==> src/rtl/fsg_pkg.sv <==
package fsg_pkg;
  localparam int CODE_W = 8;
  localparam int CNT_W  = 8;
  localparam int PER_W  = 16;
endpackage

==> src/rtl/frame_wait_timer.sv <==
module frame_wait_timer
  import fsg_pkg::*;
#(
  parameter int UNIT_LOG2 = 10
) (
  input  logic              clk,
  input  logic              rst_n,
  input  logic              sync,
  input  logic [CODE_W-1:0] wait1_code,
  input  logic [CODE_W-1:0] wait2_code,
  output logic              sync_rise,
  output logic              w1_end,
  output logic              w2_end,
  output logic              upd_ok,
  output logic              w1_flag,
  output logic              w2_flag
);
  localparam int TW = CODE_W + UNIT_LOG2;

  logic              sync_d;
  logic              codes_ok;
  logic              upd_q;
  logic              tmr_zero;
  logic [CODE_W-1:0] n_q;
  logic [CODE_W-1:0] m_q;
  logic [CODE_W-1:0] n_use;
  logic [TW-1:0]     n_len;
  logic [TW-1:0]     m_len;
  logic [TW-1:0]     tmr;

  assign sync_rise = sync & ~sync_d;
  assign codes_ok  = (wait1_code != '0) && (wait2_code != '0);
  assign n_use     = codes_ok ? wait1_code : n_q;
  assign n_len     = {n_use, {UNIT_LOG2{1'b0}}};
  assign m_len     = {m_q, {UNIT_LOG2{1'b0}}};
  assign tmr_zero  = (tmr == '0);
  assign w1_end    = w1_flag & tmr_zero & ~sync_rise;
  assign w2_end    = w2_flag & ~w1_flag & tmr_zero & ~sync_rise;
  assign upd_ok    = upd_q;

  always_ff @(posedge clk) begin
    if (!rst_n) begin
      sync_d  <= 1'b0;
      upd_q   <= 1'b0;
      n_q     <= '0;
      m_q     <= '0;
      tmr     <= '0;
      w1_flag <= 1'b0;
      w2_flag <= 1'b0;
    end else begin
      sync_d <= sync;
      if (sync_rise) begin
        upd_q <= codes_ok;
        if (codes_ok) begin
          n_q <= wait1_code;
          m_q <= wait2_code;
        end
        if (n_use != '0) begin
          w1_flag <= 1'b1;
          w2_flag <= 1'b1;
          tmr     <= n_len - TW'(1);
        end else begin
          w1_flag <= 1'b0;
          w2_flag <= 1'b0;
        end
      end else if (w1_flag) begin
        if (tmr_zero) begin
          w1_flag <= 1'b0;
          tmr     <= m_len - TW'(1);
        end else begin
          tmr <= tmr - TW'(1);
        end
      end else if (w2_flag) begin
        if (tmr_zero) w2_flag <= 1'b0;
        else          tmr <= tmr - TW'(1);
      end
    end
  end

  // the first wait always lies inside the combined wait
  assert_nest_R3: assert property (@(posedge clk) disable iff (!rst_n)
    w1_flag |-> w2_flag);

  // the end of the first wait hands over to the magnetize wait
  assert_handover_R2: assert property (@(posedge clk) disable iff (!rst_n)
    $fell(w1_flag) |-> w2_flag);
endmodule

==> src/rtl/burst_channel.sv <==
module burst_channel
  import fsg_pkg::*;
(
  input  logic             clk,
  input  logic             rst_n,
  input  logic             abort,
  input  logic             w1_end,
  input  logic             w2_end,
  input  logic             upd_ok,
  input  logic [CNT_W-1:0] cnt_in,
  input  logic [PER_W-1:0] per_in,
  input  logic             ok_in,
  input  logic             en_in,
  output logic             gate,
  output logic             step
);
  localparam int REM_W = CNT_W + 2;

  logic [CNT_W-1:0] cnt_s;
  logic [CNT_W-1:0] cnt_use;
  logic [PER_W-1:0] per_s;
  logic [PER_W-1:0] per_use;
  logic [PER_W-1:0] per_q;
  logic [PER_W-1:0] pc;
  logic [REM_W-1:0] rem;
  logic             ok_s;
  logic             ok_use;
  logic             step_q;
  logic             en_q;

  assign cnt_use = upd_ok ? cnt_in : cnt_s;
  assign per_use = upd_ok ? per_in : per_s;
  assign ok_use  = upd_ok ? ok_in  : ok_s;
  assign step    = step_q & en_q;

  always_ff @(posedge clk) begin
    if (!rst_n) begin
      cnt_s  <= '0;
      per_s  <= '0;
      ok_s   <= 1'b0;
      per_q  <= '0;
      pc     <= '0;
      rem    <= '0;
      gate   <= 1'b0;
      step_q <= 1'b0;
    end else if (abort) begin
      gate   <= 1'b0;
      step_q <= 1'b0;
      rem    <= '0;
    end else if (w2_end) begin
      cnt_s  <= cnt_use;
      per_s  <= per_use;
      ok_s   <= ok_use;
      per_q  <= per_use;
      pc     <= per_use - PER_W'(1);
      rem    <= {cnt_use, 2'b00};
      gate   <= (cnt_use != '0) && (per_use != '0) && ok_use;
      step_q <= 1'b0;
    end else if (gate) begin
      if (rem == '0) begin
        gate   <= 1'b0;
        step_q <= 1'b0;
      end else if (pc == '0) begin
        step_q <= 1'b1;
        rem    <= rem - REM_W'(1);
        pc     <= per_q - PER_W'(1);
      end else begin
        step_q <= 1'b0;
        pc     <= pc - PER_W'(1);
      end
    end else begin
      step_q <= 1'b0;
    end
  end

  always_ff @(posedge clk) begin
    if (!rst_n) begin
      en_q <= 1'b0;
    end else if (w1_end && en_in) begin
      en_q <= 1'b1;
    end else if (w2_end && !en_in) begin
      en_q <= 1'b0;
    end
  end

  // raw pulses only occur inside the burst gate
  assert_step_in_gate_R5: assert property (@(posedge clk) disable iff (!rst_n)
    step_q |-> gate);

  // a gate opens only when the combined wait has just ended
  assert_gate_start_R6: assert property (@(posedge clk) disable iff (!rst_n)
    $rose(gate) |-> $past(w2_end));

  // adjacent pulses are only legal for a period of one
  assert_spacing_R5: assert property (@(posedge clk) disable iff (!rst_n)
    (step_q && $past(step_q)) |-> (per_q == PER_W'(1)));
endmodule

==> src/rtl/frame_step_sequencer.sv <==
module frame_step_sequencer
  import fsg_pkg::*;
#(
  parameter int UNIT_LOG2 = 10,
  parameter int NCH       = 2
) (
  input  logic                 clk,
  input  logic                 rst_n,
  input  logic                 sync,
  input  logic [CODE_W-1:0]    wait1_code,
  input  logic [CODE_W-1:0]    wait2_code,
  input  logic [NCH*CNT_W-1:0] pcount,
  input  logic [NCH*PER_W-1:0] period,
  input  logic [NCH-1:0]       chan_en,
  input  logic [NCH-1:0]       csum_ok,
  output logic                 wait1_flag,
  output logic                 wait2_flag,
  output logic [NCH-1:0]       gate,
  output logic [NCH-1:0]       step
);
  logic sync_rise;
  logic w1_end;
  logic w2_end;
  logic upd_ok;

  frame_wait_timer #(.UNIT_LOG2(UNIT_LOG2)) timer_i (
    .clk        (clk),
    .rst_n      (rst_n),
    .sync       (sync),
    .wait1_code (wait1_code),
    .wait2_code (wait2_code),
    .sync_rise  (sync_rise),
    .w1_end     (w1_end),
    .w2_end     (w2_end),
    .upd_ok     (upd_ok),
    .w1_flag    (wait1_flag),
    .w2_flag    (wait2_flag)
  );

  for (genvar i = 0; i < NCH; i++) begin : g_ch
    burst_channel ch_i (
      .clk    (clk),
      .rst_n  (rst_n),
      .abort  (sync_rise),
      .w1_end (w1_end),
      .w2_end (w2_end),
      .upd_ok (upd_ok),
      .cnt_in (pcount[i*CNT_W +: CNT_W]),
      .per_in (period[i*PER_W +: PER_W]),
      .ok_in  (csum_ok[i]),
      .en_in  (chan_en[i]),
      .gate   (gate[i]),
      .step   (step[i])
    );
  end
endmodule

==> config.mk <==
export PLATFORM = sky130hd
export DESIGN_NAME = frame_step_sequencer
export DESIGN_NICKNAME = d
export VERILOG_FILES = /design/src/rtl/fsg_pkg.sv /design/src/rtl/frame_wait_timer.sv /design/src/rtl/burst_channel.sv /design/src/rtl/frame_step_sequencer.sv
export SDC_FILE = /design/constraint.sdc
export NUM_CORES = 1
export LEC_CHECK = 0
export ABC_AREA = 1
export BUFFER_PORTS_ARGS = -buffer_cell sky130_fd_sc_hd__buf_2
export CORE_MARGIN = 8
export CORE_UTILIZATION = 47
export CTS_BUF_LIST = sky130_fd_sc_hd__clkbuf_8 sky130_fd_sc_hd__clkbuf_16
export DETAILED_ROUTE_END_ITERATION = 12
export HOLD_SLACK_MARGIN = 0.02
export PLACE_DENSITY = 0.64
export SETUP_SLACK_MARGIN = 0.5
export SKIP_LAST_GASP = 1
export SLEW_MARGIN = 20
export SYNTH_ARGS = -nofsm -noshare
export SYNTH_HDL_FRONTEND = slang
export SYNTH_SLANG_ARGS = --single-unit
export TNS_END_PERCENT = 30
==> constraint.sdc <==
create_clock -name clk -period 3.27 [get_ports clk]
set_input_delay 0.8175 -clock clk [delete_from_list [all_inputs] [get_ports clk]]
set_output_delay 0.8175 -clock clk [all_outputs]
set_load 0.01 [all_outputs]
# Word-level counts from Yosys, hierarchy flattened
# Index checks and enable logic that the tools add are counted.
# totals
output_inout_bits,6
ff_bits,146
# op_classes
add_sub_neg,11
bitwise_logic,16
reduce_logical,43
mux,48
n_eq_ne,5
# op_table
operator,count
$mux W16,10
$mux W18,6
$sub A16 B1 Y16 const B,6
$mux W10,8
$sub A18 B1 Y18 const B,3
$reduce_bool A8 Y1,5
$logic_not A16 Y1,2
$reduce_bool A16 Y1,2
$mux W8,3
$mux W1,21
$reduce_and A3 Y1,7
$logic_not A10 Y1,2
$sub A10 B1 Y10 const B,2
$logic_not A18 Y1,1
$reduce_bool A2 Y1,6
$reduce_or A5 Y1,2
$logic_and A1 B1 Y1,9
$and A1 B1 Y1,8
$not A1 Y1,8
$ne A2 B1 Y1 const B,2
$ne A2 B2 Y1 const B,2
$reduce_and A2 Y1,2
$ne A3 B1 Y1 const B,1
$reduce_bool A3 Y1,1
other kinds (3),4

# Longest topological paths before layout
# Gate-level depths: netlist (run 1).
# logic_depth
depth_word,7
ltp_mapped,21
mapped_depth_nobuf,21

# Hierarchy
# Synthesis (run 1) repeated with hierarchy kept, for this count alone.
# unflattened
cells_unflattened,1462
hier_area_um2,9724.3
# by_module_without_submodules
module,cells_per_inst,area_per_inst_um2,seq_area_each_um2,instances
burst_channel,519,3533.4,1081.0,2
frame_wait_timer,424,2657.5,760.7,1

# Worst setup path after synthesis (run 1)
# Ideal clock, no wire load.
# synth_timing
path_kind,in2reg
from,input wait2_code[2]
to,register timer_i.tmr[9]
t_required_ns,3.138
setup_ns,0.132
arrival_ns,2.493
n_path_buf,2
path_stages,15
slack_ns,0.645
path_cell_list,nor2_1 nand4_1 nand2_2 buf_4 nor2_1 a21oi_1 ha_1 nand2_1 nor2_1 nand3_1 nand2_2 inv_1 buf_2 o21ai_0 a21oi_1
# synth_via
elab_chain_cells,6
# synth_lines
element,line_no,text
"start, declared",frame_step_sequencer.sv:11,"input logic [CODE_W-1:0] wait2_code,"
$reduce_bool A8 Y1,frame_wait_timer.sv:32,assign codes_ok = (wait1_code != '0) && (wait2_code != '0);
$logic_and A1 B1 Y1,frame_wait_timer.sv:32,
$mux W8,frame_wait_timer.sv:33,assign n_use = codes_ok ? wait1_code : n_q;
$reduce_bool A8 Y1,frame_wait_timer.sv:58,if (n_use != '0) begin
$ne A2 B2 Y1 (no source line),--,
$reduce_and A3 Y1 (no source line),--,
"end signal, assigned",frame_wait_timer.sv:61,tmr <= n_len - TW'(1);
"end signal, assigned",frame_wait_timer.sv:69,tmr <= m_len - TW'(1);
"end signal, assigned",frame_wait_timer.sv:71,tmr <= tmr - TW'(1);
"end, declared",frame_wait_timer.sv:29,logic [TW-1:0] tmr;
# Every way passes these cells.
# A chain may end at the register's enable or synchronous reset.

# Worst setup path in the final report (run 1)
# layout_timing
from,input wait2_code[5]
to,register timer_i.tmr[11]
# layout_via
elab_chain_cells,6
# layout_lines
element,line_no
$reduce_bool A8 Y1 (*),frame_wait_timer.sv:32
$logic_and A1 B1 Y1 (*),frame_wait_timer.sv:32
$mux W8 (*),frame_wait_timer.sv:33
$sub A18 B1 Y18 or $reduce_bool A8 Y1 (tied branches),"frame_wait_timer.sv:61, frame_wait_timer.sv:58"
$mux W18 or $ne A2 B2 Y1 (tied branches),--
$mux W18 or $reduce_and A3 Y1 (tied branches),--
# Mark *: on every way between the ends. The rest lies on a longest branch, timed or not. The select of a mux whose other input is x is not followed.

==> results of run 1 <==
[routing by layer]
metal	vias to the layer above	wire [um]	track usage
met1	4319	12100	0.282
met3	43	1470	0.0391
met4	0	765	0.0892
met5	-	0	0
li1	4850	-	-
met2	255	12500	0.362
[sequential cells by signal, summed over array words and instances, names as in the netlist]
| signal | cells |
|---|---|
| g_ch.ch_i.cnt_s | 16 |
| g_ch.ch_i.en_q | 2 |
| g_ch.ch_i.gate | 2 |
| g_ch.ch_i.ok_s | 2 |
| g_ch.ch_i.pc | 32 |
| g_ch.ch_i.per_s | 32 |
| g_ch.ch_i.rem | 20 |
| g_ch.ch_i.step_q | 2 |
| timer_i.m_q | 8 |
| timer_i.n_q | 8 |
| timer_i.sync_d | 1 |
| timer_i.tmr | 18 |
| timer_i.upd_ok | 1 |
| timer_i.w1_flag | 1 |
| timer_i.w2_flag | 1 |
[critical path: stages]
cell and delay [ns]:
buf_2 0.10, nor2_1 0.09, nand4_1 0.24, nand2_2 0.21
nor2_1 0.06, a21oi_1 0.16, ha_1 0.22, nand2_1 0.10
nor2_1 0.14, nand3_1 0.16, nand2_4 0.15, clkinvlp_4 0.14
buf_2 0.20, o21ai_0 0.09, nand3_1 0.08, nand2_1 0.07
[final timing paths]
kind | startpoint | endpoint | slack, ns | depth (start not counted)
worst max register to register | timer_i.w2_flag | g_ch[1].ch_i.pc[8] | 0.72 | 16
worst max-delay path | wait2_code[5] | timer_i.tmr[11] | 0.60 | 16
worst min register to register | timer_i.n_q[6] | timer_i.n_q[6] | 0.46 | 2
worst min-delay path | timer_i.n_q[6] | timer_i.n_q[6] | 0.46 | 2
[final cells by class]
type | count | area, um2
fill | 2001 | 8830
multi-input combinational | 1073 | 5280
sequential | 146 | 2920
timing repair buffer | 117 | 697
inverter | 175 | 661
clock buffer | 19 | 453
tap | 265 | 332
clock inverter | 13 | 88.8
[layout by cell type, fill, tap and decap left out, types with 3 or more instances in the layout]
master / synthesis / layout
nand2_1: 434 / 433
inv_1: 170 / 169
dfxtp_1: 146 / 145
nor2_1: 133 / 131
a21oi_1: 115 / 115
nand3_1: 89 / 89
buf_2: 23 / 77
o21ai_0: 74 / 72
buf_4: 7 / 38
nand4_1: 33 / 33
nand2_2: 24 / 24
xor2_1: 22 / 22
nor2_2: 18 / 18
nor3_1: 17 / 17
clkbuf_16: 0 / 17
nor2_4: 10 / 12
o211ai_1: 11 / 11
o21ai_1: 6 / 8
nor4_1: 8 / 8
or2_2: 7 / 7
o221ai_1: 7 / 7
ha_1: 8 / 7
mux2i_1: 6 / 6
clkinvlp_4: 0 / 6
inv_2: 5 / 5
o31ai_1: 5 / 5
xnor2_1: 5 / 5
clkinv_2: 0 / 5
nand3b_1: 4 / 4
a31oi_1: 4 / 4
nand2_4: 2 / 3
o21bai_1: 3 / 3
o21a_1: 3 / 3
o22ai_1: 3 / 3
o311ai_0: 3 / 3
clkinv_4: 0 / 3
[metrics by stage]
| stage | setup slack, ns | std cells | cell area, um2 | power (W) | hold slack [ns] |
|---|---|---|---|---|---|
| 4_1_cts | 0.514 | 1794 | 10300 | 0.00441 | 0.460 |
| 2_1_floorplan | 0.645 | 1453 | 9110 | 0.00239 | 0.428 |
| 6_report | 0.602 | 1808 | 10400 | 0.00442 | 0.459 |
| 3_3_place_gp | 0.232 | 1762 | 9740 | 0.00261 | 0.443 |
| 3_5_place_dp | 0.121 | 1762 | 9740 | 0.00261 | 0.443 |
| 5_1_grt | 0.463 | 1808 | 10400 | 0.00462 | 0.475 |
[power groups by stage]
stage | Combinational (W) | Sequential, W | Clock [W]
2_1_floorplan | 0.000478 | 0.00191 | 0
6_report | 0.000730 | 0.00189 | 0.00180
3_3_place_gp | 0.000681 | 0.00193 | 0
5_1_grt | 0.000807 | 0.00190 | 0.00192
4_1_cts | 0.000687 | 0.00189 | 0.00184
3_5_place_dp | 0.000683 | 0.00193 | 0
[cell families after synthesis]
logic type | after synthesis | share of synthesized area
flops | 146 | 0.321
fa+ha+maj | 8 | 0.0110
compound gates | 242 | 0.147
simple gates | 788 | 0.383
xor+xnor | 27 | 0.0260
mux | 6 | 0.00659
buf+inv | 236 | 0.105
[timing repair]
action,in CTS,in global routing
endpoints found under the setup margin,0,38
gates resized for setup,0,13
setup buffers,0,12
hold endpoints to repair,0,0
==> flow_summary.ini, run 1 <==
[outcome]
status = finished clean

[critical_path]
cp_max_fo = 8
start_kind = input port
arrival_ns = 3.04
endpoint_kind = register
path_class = input port to register
cp.required_ns = 3.64

[cells_and_area]
drive_above_1_share = 0.149
num-nets-final = 1609
area_delta_synth_final_pct = 14.6
n_antenna_cell = 0
final_util = 0.542

[clocking]
root_buffer = clkbuf_16
worstSkewPairLatency_ns = 0.43
clock_path_buffers = 2
numCtsBuffers = 17
htree_levels = 4
cts_sinks = 146
path_clk_slew_ns = 0.06
tritoncts = built
cts_hold_buf = 0

[global_routing]
grt_pass1_vias = 8603
grt.overflow.total = 0
grt_pass1_wl_mm = 42.9
grt_antenna_before_repair = 0
grt_max_degree = 44
grt.total_usage = 0.220

[power_and_ir_drop]
vdd_drop_max_mv = 0.345
comb_power_share = 0.165
leakage_nw = 5.17
netSwitchingPower_w = 0.00134
pwr-share-seq = 0.428
clkPwrFrac = 0.407
p_per_area_nw_per_um2 = 424
sw_frac_of_total = 0.303
p_int_w = 0.00308

[detailed_routing]
post_drt_wl_per_cell_um = 14.9
vias = 9467
ant_nets = 0
drt_first_pass_iters = 5
vias_per_cell = 5.24
drc_errors = 0
drtIter0Drc = 672
wl_mm = 26.9

[sta]
setup_tns_ns = 0
tightest_slew_ns = 0.683
slew_headroom = 0.540
fin_skew_ns = 0.00814
finalHoldViolations = 0
setup_viol = 0
rsz0062_at_grt = true
fin_crit_ns = 2.67
finalCritPeriodShare = 0.816
drv_slew = 0
fmax_mhz = 375

[die]
pin_count = 77
die-area_um2 = 24100
std_cell_rows = 51
core-area_um2 = 19300
die_h_um = 155
die-width_um = 155
start_util = 0.473

[yosys]
ys_seq_area_frac = 0.321
synth_common_cells = 434 x nand2_1, 170 x inv_1, 146 x dfxtp_1
synthCells = 1453
synth_edf_count = 0
synth-async-reset-ratio = 0
yosys.area.top_type = dfxtp_1
yosysWarningCount = 0
avgSynthCellArea_um2 = 6.27
synth_flop_cell = dfxtp_1
netlist_area_um2 = 9110
synth_cell_types = 47
synth.most_common_cell = nand2_1
synth-seq-cells = 146
syn-num-nets = 1532
synth_top_area_frac = 0.321
synth_area_leaders = dfxtp_1 32%, nand2_1 18%, inv_1 7.0%, a21oi_1 6.3%, nor2_1 5.5%

[placed_design]
gp_congestion = 0.927
dp_hpwl_mm = 19.6
port_buffers = 76

[job]
maxCapViolCount = 0

[worst_hold_path]
min_path_type = register to register
Power figures use the tool's default switching activity.
==> run 2: changes to the inputs <==
Settings changed: PLACE_DENSITY 0.64 to 0.67.
Clock period 3.27 ns to 2.44 ns, I/O delays scaled along.
==> run 2 against run 1 <==
Against the previous run: worst setup slack got worse by 0.47 ns; utilization increased by 6.7 points; sequential share of layout area decreased by 3.0 points; via count increased by 4.9%; hold slack got worse by 0.074 ns; largest power group is now the clock network; register-to-register slack got worse by 0.59 ns; cell count increased by 4.6%; critical path depth increased by 1; clock skew increased by 0.0028 ns; non-clock buffer count increased by 84; highest routed layer unchanged.
==> flow_summary.ini, run 2 (synthesis gave the netlist of run 1 again) <==
[sta]
finalCritPeriodShare = 0.948
fin_crit_ns = 2.31
setup_tns_ns = 0
finalHoldViolations = 0
fin_skew_ns = 0.0109
tightest_slew_ns = 0.622
rsz0062_at_grt = true
setup_viol = 0
slew_headroom = 0.582
fmax_mhz = 432
drv_slew = 0

[critical_path]
critPathSlowestCell = dfxtp_2
crit_path_frequent_cell = nand2_1
arrival_ns = 2.65
endpoint_kind = register
path_class = register to register
cp_max_fo = 6
worstPathCellList = inv_2, ha_4, nand2_2, nor2_1, nand2_1, nor2_4, buf_12, buf_6, nand4_1, nand2_2, nor2_1, nand2_1, nor2_4, nand2_1, nand2_1, o21ai_1, inv_1
start_kind = register
cp.required_ns = 2.77
critPathMaxStageDelay_ns = 0.33

[power_and_ir_drop]
leakage_nw = 5.75
p_int_w = 0.00432
sw_frac_of_total = 0.323
netSwitchingPower_w = 0.00206
comb_power_share = 0.199
pwr-share-seq = 0.395
vdd_drop_max_mv = 0.434
power_w = 0.00639
p_per_area_nw_per_um2 = 545
clkPwrFrac = 0.406

[global_routing]
grt_antenna_before_repair = 0
grt_pass1_wl_mm = 46.1
grt.total_usage = 0.235
grt_max_degree = 44
grt_pass1_vias = 9390
grt.overflow.total = 0

[placed_design]
gp_congestion = 0.898
port_buffers = 76
dp_hpwl_mm = 20.3

[detailed_routing]
drt_first_pass_iters = 6
vias = 9933
wl_mm = 28.9
vias_per_cell = 5.25
drtIter0Drc = 698
post_drt_wl_per_cell_um = 15.3
drc_errors = 0
ant_nets = 0

[cells_and_area]
num-nets-final = 1693
layout_commonest_cell = nand2_1
final_util = 0.608
drive_above_1_share = 0.240
n_antenna_cell = 0
area_delta_synth_final_pct = 28.7
fillers = 1799
top_regs = g_ch.ch_i.pc x32, g_ch.ch_i.per_s x32, g_ch.ch_i.rem x20
layout_common_cells = 415 x nand2_1, 159 x inv_1, 138 x dfxtp_1, 114 x nor2_1, 112 x a21oi_1

[die]
pin_count = 77
die-width_um = 155
core-area_um2 = 19300
std_cell_rows = 51
die-area_um2 = 24100
start_util = 0.473
die_h_um = 155

[clocking]
worstSkewPairLatency_ns = 0.44
tritoncts = built
cts_sinks = 146
root_buffer = clkbuf_16
clock_path_buffers = 2
htree_levels = 4
numCtsBuffers = 17
path_clk_slew_ns = 0.07

[outcome]
status = finished clean

[worst_hold_path]
min_path_type = input port to register

[job]
maxCapViolCount = 0
[run 2: cell types whose count changed in the layout (fill, tap and decap cells not counted), sizes merged]
cell / previous run / this run
buf: 117 / 200
nand4: 36 / 35
inv: 174 / 183
bufbuf: 0 / 1
clkinv: 8 / 6
clkinvlp: 6 / 2
clkbuf: 19 / 17
[run 2: repair_timing]
| item | 4_1_cts | 5_1_grt |
|---|---|---|
| setup endpoints to repair | 68 | 83 |
| pin swaps | 20 | 26 |
| hold buffers | 0 | 0 |
| resized for setup | 31 | 87 |
| hold endpoints to repair | 0 | 0 |
| buffers inserted | 28 | 24 |
| gates cloned | 4 | 0 |
[run 2: path summary, 6_finish.rpt]
check / startpoint / to / slack [ns] / cells past startpoint
setup / recovery: timer_i.tmr[0] / g_ch[0].ch_i.pc[8] / 0.13 / 17
hold / removal: chan_en[1] / g_ch[1].ch_i.en_q / 0.38 / 3
setup reg to reg: timer_i.tmr[0] / g_ch[0].ch_i.pc[8] / 0.13 / 17
hold reg to reg: g_ch[0].ch_i.cnt_s[1] / g_ch[0].ch_i.cnt_s[1] / 0.46 / 2
[run 2: worst max-delay path, delay by kind of cell, from the launching register on]
family / cells / cell delay [ns]
flip-flops: 1 / 0.33
adder cells (fa/ha/maj): 1 / 0.17
buffers and inverters: 4 / 0.36
AND/OR/NAND/NOR: 11 / 1.20
AO/OA/AOI/OAI: 1 / 0.12
[run 2: cell type report]
class	count	area [um2]	share of cell area
multi-input combinational	1072	5670	0.484
sequential	146	2940	0.251
timing repair buffer	201	1520	0.130
inverter	175	683	0.0583
clock buffer	17	425	0.0363
tap	265	332	0.0283
clock inverter	15	143	0.0122
timing repair inverter	1	7.51	0.000640
[run 2: power by group through the flow]
stage          logic [W]  registers, W  clock network, W
3_3_place_gp     0.00102       0.00257                 0
6_report         0.00127       0.00252           0.00259
2_1_floorplan   0.000665       0.00257                 0
4_1_cts          0.00113       0.00252           0.00262
5_1_grt          0.00138       0.00253           0.00271
3_5_place_dp     0.00103       0.00257                 0
[run 2: routing by layer]
metal  routed length (um)  up-vias  track usage  part of all wire
li1                     -     5022            -                 -
met1                12600     4543        0.294              0.44
met2                13800      306        0.390              0.48
met3                 1620       62       0.0408             0.056
met4                  884        0        0.106             0.031
met5                    0        -            0                 0
[run 2: stage by stage]
stage	instance area, um2	setup slack (ns)	hold WS, ns	cells
final	11700	0.127	0.384	1892
after global routing	11700	-0.00464	0.392	1892
after CTS	11200	0.193	0.381	1868
after detailed placement	10200	-0.130	0.449	1804
after global placement	10200	-0.0241	0.448	1804
after floorplan	9250	0.131	0.428	1453
==> run 3: changes to the inputs <==
Settings changed: CTS_CLUSTER_DIAMETER set to 120, PLACE_DENSITY 0.67 to 0.64.
Clock period 2.44 ns to 2.24 ns, I/O delays scaled along.
==> run 3 against run 2 <==
Against the previous run: global-route usage grew 0.66 points; the flow now finishes with violations (negative setup slack); cell count rose by 2.0%; clock skew shrank 0.0012 ns; utilization up 2.7 points; sequential power increased by 8.7%; largest power group unchanged; sequential share of layout area decreased by 1.1 points; hold slack got worse by 0.037 ns; largest cell class unchanged; critical path depth did not move; die area did not move; combinational power up 6%; highest routed layer unchanged; clock-buffer cell count up 2.
==> flow_summary.ini, run 3 (synthesis gave the netlist of run 1 again) <==
[outcome]
status = complete, but fails checks
failed_checks = negative setup slack

[critical_path]
critical_path_depth = 17
endpoint_kind = register
worstPathCellList = nor2_4, buf_6, nand2_2, nor2_1, nand2_1, nor2_4, buf_12, buf_6, buf_6, buf_6, nand2_8, nand2_8, clkinvlp_4, a32oi_1, nand2_1, nand2_1, nand2_1
cp.required_ns = 2.57
critPathMaxStageDelay_ns = 0.35
arrival_ns = 2.63
path_class = register to register
critPathBufInv = 6
worstRegToRegCells = 17
start_kind = register
critPathSlowestCell = dfxtp_4
path_delay_family = simple AND/OR/NAND/NOR gates
cp_max_fo = 5

[global_routing]
grt.overflow.total = 0
grt.total_usage = 0.242
grt_pass1_wl_mm = 47.1
grt_max_degree = 35
grt_pass1_vias = 9382
grt_antenna_before_repair = 0

[cells_and_area]
layout_common_cells = 404 x nand2_1, 161 x inv_1, 140 x dfxtp_1, 127 x buf_4, 111 x a21oi_1
layout.cells.non_filler = 1930
top_regs = g_ch.ch_i.pc x32, g_ch.ch_i.per_s x32, g_ch.ch_i.rem x20
regArea_um2 = 2940
fillers = 1777
area_delta_synth_final_pct = 34.4
num-nets-final = 1731
final_cell_area_um2 = 12200
n_antenna_cell = 0
multi_input_area_um2 = 5730
drive_above_1_share = 0.269
layout_commonest_cell = nand2_1

[clocking]
worstSkewPairLatency_ns = 0.43
cts_hold_buf = 0
htree_levels = 4
clock_path_buffers = 2
numCtsBuffers = 17
tritoncts = built
root_buffer = clkbuf_16
path_clk_slew_ns = 0.07
cts_sinks = 146

[sta]
finalHoldViolations = 0
fin_crit_ns = 2.30
drv_slew = 0
tightest_slew_ns = 0.579
fmax_mhz = 435
rsz0062_at_grt = true
setup_viol = 11
slew_headroom = 0.610
fin_hold_ws_ns = 0.348
fin_skew_ns = 0.00976
setup_tns_ns = -0.243
finalCritPeriodShare = 1.03
setup_slack_ns = -0.0596

[detailed_routing]
ant_nets = 0
post_drt_wl_per_cell_um = 15.2
wl_mm = 29.3
drtIter0Drc = 786
vias = 9901
drt_first_pass_iters = 5
vias_per_cell = 5.13
drc_errors = 0

[placed_design]
port_buffers = 76
dp.cells = 1854
gp_congestion = 0.909
dp_hpwl_mm = 21.2
post_dp_cell_area_um2 = 10700

[die]
die-area_um2 = 24100
die-width_um = 155
die_h_um = 155
std_cell_rows = 51
core-area_um2 = 19300
pin_count = 77
start_util = 0.473

[power_and_ir_drop]
vdd_drop_max_mv = 0.549
leakage_nw = 6.03
p_per_area_nw_per_um2 = 598

[worst_hold_path]
min_path_type = input port to register
worstHoldPathCells = 3

[job]
maxCapViolCount = 0
run 3: cell count changes in the layout (fill, tap and decap cells not counted), moves of 5 or more:
cell	before	now
nand3_1	83	76
nand2_1	415	404
buf_6	16	21
nand3_2	3	14
nor2_4	22	28
buf_4	97	127
nand2_2	34	42
bufinv_16	0	5
nor2_1	114	108
inv_6	7	2
run 3: path summary, 6_finish.rpt:
kind                         start                     to  slack (ns)
max                 timer_i.tmr[2]        timer_i.tmr[14]       -0.06
min                     chan_en[0]      g_ch[0].ch_i.en_q        0.35
max reg2reg         timer_i.tmr[2]        timer_i.tmr[14]       -0.06
min reg2reg  g_ch[1].ch_i.cnt_s[5]  g_ch[1].ch_i.cnt_s[5]        0.46
run 3: power by group:
| group | switching (W) | internal [W] | leakage, nW |
|---|---|---|---|
| sequential | 0.0000605 | 0.00268 | 1.19 |
| clock | 0.00120 | 0.00204 | 0.321 |
| combinational | 0.000803 | 0.000545 | 4.52 |
| total | 0.00206 | 0.00526 | 6.03 |
run 3: area by class of cell:
cell class                 count  area share
multi-input combinational   1071       0.468
sequential                   146       0.240
timing repair buffer         241       0.156
inverter                     175      0.0548
clock buffer                  19      0.0370
tap                          265      0.0271
clock inverter                13      0.0168
run 3: tightest hold or removal path, delay by kind of cell:
family / cells / cell delay, ns
AO/OA/AOI/OAI: 1 / 0.03
AND/OR/NAND/NOR: 1 / 0.08
buffers and inverters: 1 / 0.07
run 3: repair_timing:
action                                  in CTS  in global routing
setup buffers                               24                 15
gates cloned                                 4                  1
endpoints found under the setup margin      88                122
resized for setup                           44                 79
pin swaps                                   33                 34
run 3: routing by layer:
layer / share of wire / routed length [um] / up-vias / GRT usage
met5: 0 / 0 / - / 0
met4: 0.022 / 644 / 0 / 0.0795
met3: 0.047 / 1370 / 46 / 0.0422
met2: 0.47 / 13700 / 240 / 0.394
met1: 0.47 / 13600 / 4512 / 0.318
li1: - / - / 5103 / -
run 3: per-stage QoR:
step                      worst slack [ns]  total power [W]   util
after floorplan                    -0.0188          0.00353      -
after global placement              -0.191          0.00400  0.557
after detailed placement            -0.259          0.00401  0.557
after CTS                           0.0130          0.00726  0.615
after global routing                -0.157          0.00760  0.635
final                              -0.0596          0.00732  0.635
